### src/rtl/sysreg_trap_pkg.sv
package sysreg_trap_pkg;

  typedef enum logic [1:0] {
    LVL_USER   = 2'd0,
    LVL_KERNEL = 2'd1,
    LVL_HYP    = 2'd2,
    LVL_MON    = 2'd3
  } lvl_e;

  localparam int OC_W        = 5;
  localparam int OC_UNDEF    = 0;
  localparam int OC_TRAP_HYP = 1;
  localparam int OC_TRAP_MON = 2;
  localparam int OC_REDIR    = 3;
  localparam int OC_DIRECT   = 4;

  typedef struct packed {
    logic [1:0] op0;
    logic [2:0] op1;
    logic [3:0] crn;
    logic [3:0] crm;
    logic [2:0] op2;
  } sysreg_enc_t;

  localparam int ENC_W = $bits(sysreg_enc_t);

  typedef struct packed {
    logic el2_on;
    logic nest_en;
    logic nest_mem;
    logic sre_hyp;
    logic sre_mon;
  } acc_ctl_t;

endpackage

### src/rtl/sysreg_enc_match.sv
module sysreg_enc_match
  import sysreg_trap_pkg::*;
#(
  parameter sysreg_enc_t TARGET = '0
) (
  input  logic        valid,
  input  sysreg_enc_t enc,
  output logic        hit
);
  logic [ENC_W-1:0] bit_eq;

  // Compare each bit of the incoming encoding with the target.
  for (genvar b = 0; b < ENC_W; b++) begin : g_bit
    assign bit_eq[b] = ~(enc[b] ^ TARGET[b]);
  end

  assign hit = valid & (&bit_eq);
endmodule

### src/rtl/sysreg_outcome_resolve.sv
module sysreg_outcome_resolve
  import sysreg_trap_pkg::*;
(
  input  lvl_e            lvl,
  input  acc_ctl_t        ctl,
  output logic [OC_W-1:0] oc
);
  logic kernel_nested;

  assign kernel_nested = ctl.el2_on & ctl.nest_en;

  always_comb begin
    oc = '0;
    unique case (lvl)
      LVL_USER:   oc[OC_UNDEF] = 1'b1;
      LVL_KERNEL: begin
        if (kernel_nested && ctl.nest_mem) oc[OC_REDIR]    = 1'b1;
        else if (kernel_nested)            oc[OC_TRAP_HYP] = 1'b1;
        else                               oc[OC_UNDEF]    = 1'b1;
      end
      LVL_HYP:    begin
        if (!ctl.sre_hyp) oc[OC_TRAP_HYP] = 1'b1;
        else              oc[OC_DIRECT]   = 1'b1;
      end
      default:    begin
        if (!ctl.sre_mon) oc[OC_TRAP_MON] = 1'b1;
        else              oc[OC_DIRECT]   = 1'b1;
      end
    endcase
  end
endmodule

### src/rtl/sysreg_result_reg.sv
module sysreg_result_reg
  import sysreg_trap_pkg::*;
#(
  parameter int               SYN_W      = 6,
  parameter int               OFF_W      = 12,
  parameter logic [SYN_W-1:0] TRAP_CLASS = SYN_W'(6'h18),
  parameter logic [OFF_W-1:0] REDIR_OFF  = OFF_W'(12'h4C0)
) (
  input  logic             clk,
  input  logic             rst,
  input  logic             hit,
  input  logic [OC_W-1:0]  oc,
  output logic             hit_q,
  output logic [OC_W-1:0]  oc_q,
  output logic [SYN_W-1:0] cls_q,
  output logic [OFF_W-1:0] off_q
);
  logic is_trap;
  logic is_redir;

  assign is_trap  = oc[OC_TRAP_HYP] | oc[OC_TRAP_MON];
  assign is_redir = oc[OC_REDIR];

  always_ff @(posedge clk) begin
    if (rst) begin
      hit_q <= 1'b0;
      oc_q  <= '0;
      cls_q <= '0;
      off_q <= '0;
    end else begin
      hit_q <= hit;
      oc_q  <= hit ? oc : '0;
      cls_q <= (hit && is_trap)  ? TRAP_CLASS : '0;
      off_q <= (hit && is_redir) ? REDIR_OFF  : '0;
    end
  end
endmodule

### src/rtl/sysreg_trap_decoder.sv
module sysreg_trap_decoder
  import sysreg_trap_pkg::*;
#(
  parameter int               SYN_W      = 6,
  parameter int               OFF_W      = 12,
  parameter logic [SYN_W-1:0] TRAP_CLASS = SYN_W'(6'h18),
  parameter logic [OFF_W-1:0] REDIR_OFF  = OFF_W'(12'h4C0),
  parameter logic [1:0]       T_OP0      = 2'b11,
  parameter logic [2:0]       T_OP1      = 3'b100,
  parameter logic [3:0]       T_CRN      = 4'b1100,
  parameter logic [3:0]       T_CRM      = 4'b1011,
  parameter logic [2:0]       T_OP2      = 3'b000
) (
  input  logic             clk,
  input  logic             rst,
  input  logic             req_valid,
  input  logic [1:0]       req_op0,
  input  logic [2:0]       req_op1,
  input  logic [3:0]       req_crn,
  input  logic [3:0]       req_crm,
  input  logic [2:0]       req_op2,
  input  logic [1:0]       cur_el,
  input  logic             el2_on,
  input  logic             nest_en,
  input  logic             nest_mem,
  input  logic             sre_hyp,
  input  logic             sre_mon,
  output logic             acc_hit,
  output logic [4:0]       acc_outcome,
  output logic [SYN_W-1:0] acc_class,
  output logic [OFF_W-1:0] acc_offset
);
  localparam sysreg_enc_t TARGET = '{op0: T_OP0, op1: T_OP1, crn: T_CRN,
                                     crm: T_CRM, op2: T_OP2};

  sysreg_enc_t     enc;
  acc_ctl_t        ctl;
  logic            hit;
  logic [OC_W-1:0] oc;

  assign enc = '{op0: req_op0, op1: req_op1, crn: req_crn,
                 crm: req_crm, op2: req_op2};
  assign ctl = '{el2_on: el2_on, nest_en: nest_en, nest_mem: nest_mem,
                 sre_hyp: sre_hyp, sre_mon: sre_mon};

  sysreg_enc_match #(.TARGET(TARGET)) u_match (
    .valid (req_valid),
    .enc   (enc),
    .hit   (hit)
  );

  sysreg_outcome_resolve u_resolve (
    .lvl (lvl_e'(cur_el)),
    .ctl (ctl),
    .oc  (oc)
  );

  sysreg_result_reg #(
    .SYN_W(SYN_W), .OFF_W(OFF_W), .TRAP_CLASS(TRAP_CLASS), .REDIR_OFF(REDIR_OFF)
  ) u_reg (
    .clk   (clk),
    .rst   (rst),
    .hit   (hit),
    .oc    (oc),
    .hit_q (acc_hit),
    .oc_q  (acc_outcome),
    .cls_q (acc_class),
    .off_q (acc_offset)
  );
endmodule

### config.mk
export PLATFORM = sky130hd
export DESIGN_NAME = sysreg_trap_decoder
export DESIGN_NICKNAME = d
export VERILOG_FILES = /design/src/rtl/sysreg_trap_pkg.sv /design/src/rtl/sysreg_enc_match.sv /design/src/rtl/sysreg_outcome_resolve.sv /design/src/rtl/sysreg_result_reg.sv /design/src/rtl/sysreg_trap_decoder.sv
export SDC_FILE = /design/constraint.sdc
export NUM_CORES = 1
export LEC_CHECK = 0
export BUFFER_PORTS_ARGS = -buffer_cell sky130_fd_sc_hd__buf_2
export CAP_MARGIN = 20
export CORE_MARGIN = 5
export CORE_UTILIZATION = 30
export CTS_CLUSTER_SIZE = 16
export DETAILED_ROUTE_END_ITERATION = 10
export PLACE_DENSITY = 0.69
export SLEW_MARGIN = 20
export SYNTH_ARGS = -nofsm -noshare
export SYNTH_HDL_FRONTEND = slang
export SYNTH_SLANG_ARGS = --single-unit
### constraint.sdc
create_clock -name clk -period 4.59 [get_ports clk]
set_input_delay 0.459 -clock clk [delete_from_list [all_inputs] [get_ports clk]]
set_output_delay 0.459 -clock clk [all_outputs]
set_load 0.02 [all_outputs]
# After elaboration in Yosys (flattened, before gate mapping)
# Cells that the tools add are included.
# totals
reg_bits,24
inputBits,26
out_inout_bits,24
elab_cells,41
# classes
mux,15
eq_ne,2
bitwise,12
n_reduce_logical,8
# op_table
cell,count
$reduce_and 16->1,1
$mux 11,1
$mux 1,9
$not 1->1,9
$pmux 1 s2,3
$mux 5,1
$reduce_or 2->1,2
$logic_and 1x1->1,3
$reduce_or 3->1,1
$and 1x1->1,2
$eq 2x1->1 const B,1
$eq 2x2->1 const B,1
$logic_not 2->1,1
$mux 2,1
$or 1x1->1,1

# Depth between registers and ports, before layout
# logic_depth
ltp_word,7
ltp_mapped,5
ltp_nobuf,5

# Modules after synthesis
# Synthesis repeated with hierarchy kept, for this count alone.
# hier_totals
cells_unflattened,59
area_unflattened_um2,548.0
# modules_own_cells
mod,cells_each,n_inst,area_per_inst_um2,seq_area_each_um2
sysreg_result_reg,34,1,356.6,160.2
sysreg_outcome_resolve,18,1,131.4,0.0
sysreg_enc_match,7,1,60.1,0.0

# Least setup slack after synthesis
# OpenSTA, ideal clock, no wires.
# synth_path
path_type,input -> register
startpoint,in req_op2[0]
endpoint,reg u_reg.cls_q[3]
required_ns,4.502
t_arrival_ns,1.708
setup_time_ns,0.088
path_stages,4
slack_ns,2.794
n_path_buf,1
path_cell_list,or4_1 > or4_1 > buf_2 > a311oi_2
# synth_via
elab_chain_len,5
# synth_rtl
item,line_no,rtl
start: declaration,sysreg_trap_decoder.sv:21,"input logic [2:0] req_op2,"
$not 1->1,sysreg_enc_match.sv:14,assign bit_eq[b] = ~(enc[b] ^ TARGET[b]);
$reduce_and 16->1,sysreg_enc_match.sv:17,assign hit = valid & (&bit_eq);
$and 1x1->1,sysreg_enc_match.sv:17,
$logic_and 1x1->1,sysreg_result_reg.sv:33,cls_q <= (hit && is_trap) ? TRAP_CLASS : '0;
$mux 5,sysreg_result_reg.sv:33,
end signal: assignment,sysreg_result_reg.sv:33,
end: declaration,sysreg_result_reg.sv:15,"output logic [SYN_W-1:0] cls_q,"
# No other way between the ends.
# A chain may end at the register's enable or synchronous reset.

# Worst setup path in the final report
# Ends and elaborated chain as after synthesis.

==> metrics.md <==
| Metric | Value |
|---|---|
| Status | completed |
| 1st-pass router iterations | 4 |
| Buf+Inv Stages, Crit Path | 1 |
| Synth cell count leaders | buf_4, dfxtp_1, nor3_1, ha_1, nand2_1 |
| Worst path most repeated cell | or4_1 |
| Final #Nets | ~120 |
| Synth Cell Area | 510 um2 |
| HPWL Detailed | 967 um |
| Largest net degree at the start of global routing | 9 |
| Worst-case clock buffer depth | 2 |
| Slew Limit Fails | 0 |
| CP Capture Type | flop |
| Vias per Instance | 4.24 |
| Hold_sp | nest_mem |
| H-tree Lvls | 1 |
| CTS Sinks | 8 |
| All-Layer GR Usage | 7.34% |
| Postcts setup bufs | 0 |
| I/O pin count | 50 |
| Post-CTS Resized | 0 |
| Post-Syn Instances | 58 |
| Primary FF master, synth | dfxtp_1 |
| TritonCTS clock tree | yes |
| DR DRC count | 0 |
| Worst-path maximum fanout | 8 |
| Port bufs | 36 |
| Int Power | 110 uW |
| CP cell instances | buf_2 -> or4_1 -> or4_1 -> a311oi_2 |
| Count leader, synth | buf_4 |
| Initial antenna violation count | 0 |
| GPL Wtd Cong | 0.729 |
| First DRT Iteration DRCs | 5 |
| Setup violators final | 0 |
| Placed insts | 105 |
| Cell Pwr Density | ~220 nW/um2 |
| Hold crit path type | in -> reg |
| Post-synth ARST share | 0% |
| Diodes inserted | 0 |
| Cell Rows | 15 |
| Layout area overhead | 27.2% |
| Share of cells above drive strength 1 | 45.1% |
| CP required | 4.74 ns |
| Switching pwr | 35.2 uW |
| Synth area leader | dfxtp_1 |
| Final min period | 1.72 ns |
| TritonCTS Buffers | 3 |
| Global route overflow | 0 |
| Power Total | 146 uW |
| Cts hold-fix bufs | 0 |
| RSZ-0062 raised after global routing | false |
| Critical path class | in -> reg |
| Kind of cell adding the most delay to the critical path | simple AND/OR/NAND/NOR gates |
| Max-cap violations | 0 |
| Util after Layout | 38.9% |
| Root Driver | clkbuf_4 |
| Die width | 51.3 um |
| EDFF count, synth | 0 |
| ANT nets after route | 0 |
| CP max-delay cell | or4_1 |
| Synth top area cells | dfxtp_1, buf_4, ha_1 |
| Worst Path Arrival | 1.87 ns |
| Core ar. | ~1700 um2 |
| Mapped Avg Cell Area | 8.80 um2 |
| Die area | 2630 um2 |
| FF+latch count, synth | 8 |
| Critical path startpoint category | primary input |
| Setup crit start | req_op2[0] |
| YS warnings | 0 |
| Combinational share of power | 19.3% |
| Drt wl/cell | 9.31 um |
| Non-filler cells, final | 108 |
| Register area share after synthesis | roughly a third |
| Clock network fraction of total power | 32.9% |
| Final worst path period share | a little under two fifths |
| Leakage power | 0.353 nW |
| Setup tns final | 0 ns |
| Final wirelength | 1.01 mm |
| First-pass GRT wire length | approximately 1.5 mm |
| Clock transition at path regs | 0.04 ns |
| Fmax achieved | 582 MHz |
| Final Hold Fails | 0 |
| Vias in the first global route | 423 |
| Number of fill cells in the layout | 177 |
| Vias | 458 |
| Yosys cell types | 21 |
| Sw frac | 24.2% |
| Die H | 51.3 um |
| Area share of the largest cell type after synthesis | 31.4% |
| Initial Util | 30.6% |
| Part of the power in registers | between 40% and 50% |
| Max stage delay on crit path | around 0.55 ns |
| IR drop worst, VDD | 0.0000539 V |
==> worst min-delay path, delay by kind of cell <==
family        cells  cell delay (ns)
buf+inv           1             0.10
simple gates      2             0.14
==> per-layer routing <==
metal / up-vias / GRT usage [%] / part of all wire (%)
met3: 2 / 2.04 / 11
met5: - / 0 / 0
li1: 236 / - / -
met4: 0 / 3.93 / 1.3
met2: 22 / 15.5 / 62
met1: 198 / 5.80 / 25
==> logic make-up (layout without fill, tap and decap cells) <==
family	Yosys count	in the layout	synth area share, %
AND/OR/NAND/NOR	21	21	25.2
other	1	13	0.735
AO/OA/AOI/OAI	4	4	5.88
adder cells (fa/ha/maj)	4	4	9.80
buffers and inverters	20	41	27.0
flip-flops	8	8	31.4
==> final timing paths <==
kind | cells after the start | end
worst min-delay path | 3 | u_reg.oc_q[3]
worst max-delay path | 4 | u_reg.cls_q[3]
==> flip-flops by register name (all words and copies together), names as in the netlist <==
register     cells
u_reg.oc_q       5
u_reg.cls_q      1
u_reg.hit_q      1
u_reg.off_q      1
==> power by group through the flow <==
| stage | Combinational (mW) | Clock [mW] | Sequential [mW] |
|---|---|---|---|
| after CTS | 0.0280 | 0.0500 | 0.0696 |
| after detailed placement | 0.0279 | 0 | 0.0710 |
| after global routing | 0.0315 | 0.0563 | 0.0694 |
| final | 0.0280 | 0.0479 | 0.0697 |
| after floorplan | 0.0247 | 0 | 0.0710 |
| after global placement | 0.0274 | 0 | 0.0710 |
==> placed cells by master (no fill, tap or decap), types with 2 or more instances in the layout <==
| cell type | n |
|---|---|
| a21oi_1 | 2 |
| buf_2 | 36 |
| clkbuf_4 | 3 |
| conb_1 | 13 |
| dfxtp_1 | 8 |
| ha_1 | 4 |
| inv_1 | 2 |
| nand2_1 | 4 |
| nand4b_1 | 2 |
| nor3_1 | 6 |
| or4_1 | 2 |
==> area by class of cell <==
| cell class | count | area [um2] | share of cell area [%] |
|---|---|---|---|
| clock buffer | 3 | 22.5 | 3.47 |
| inverter | 2 | 7.51 | 1.16 |
| timing repair buffer | 36 | 180 | 27.7 |
| tap | 17 | 21.3 | 3.28 |
| multi-input combinational | 42 | 258 | 39.7 |
| sequential | 8 | 160 | 24.7 |
==> through the flow <==
step,hold WS (ns),setup WS [ns],cell area (um2)
after floorplan,0.632,2.79,556
after global placement,0.760,2.64,627
after detailed placement,0.764,2.61,627
after CTS,0.508,2.86,649
after global routing,0.517,2.84,649
final,0.512,2.87,649
No activity file was read; power rests on OpenSTA's default activity.
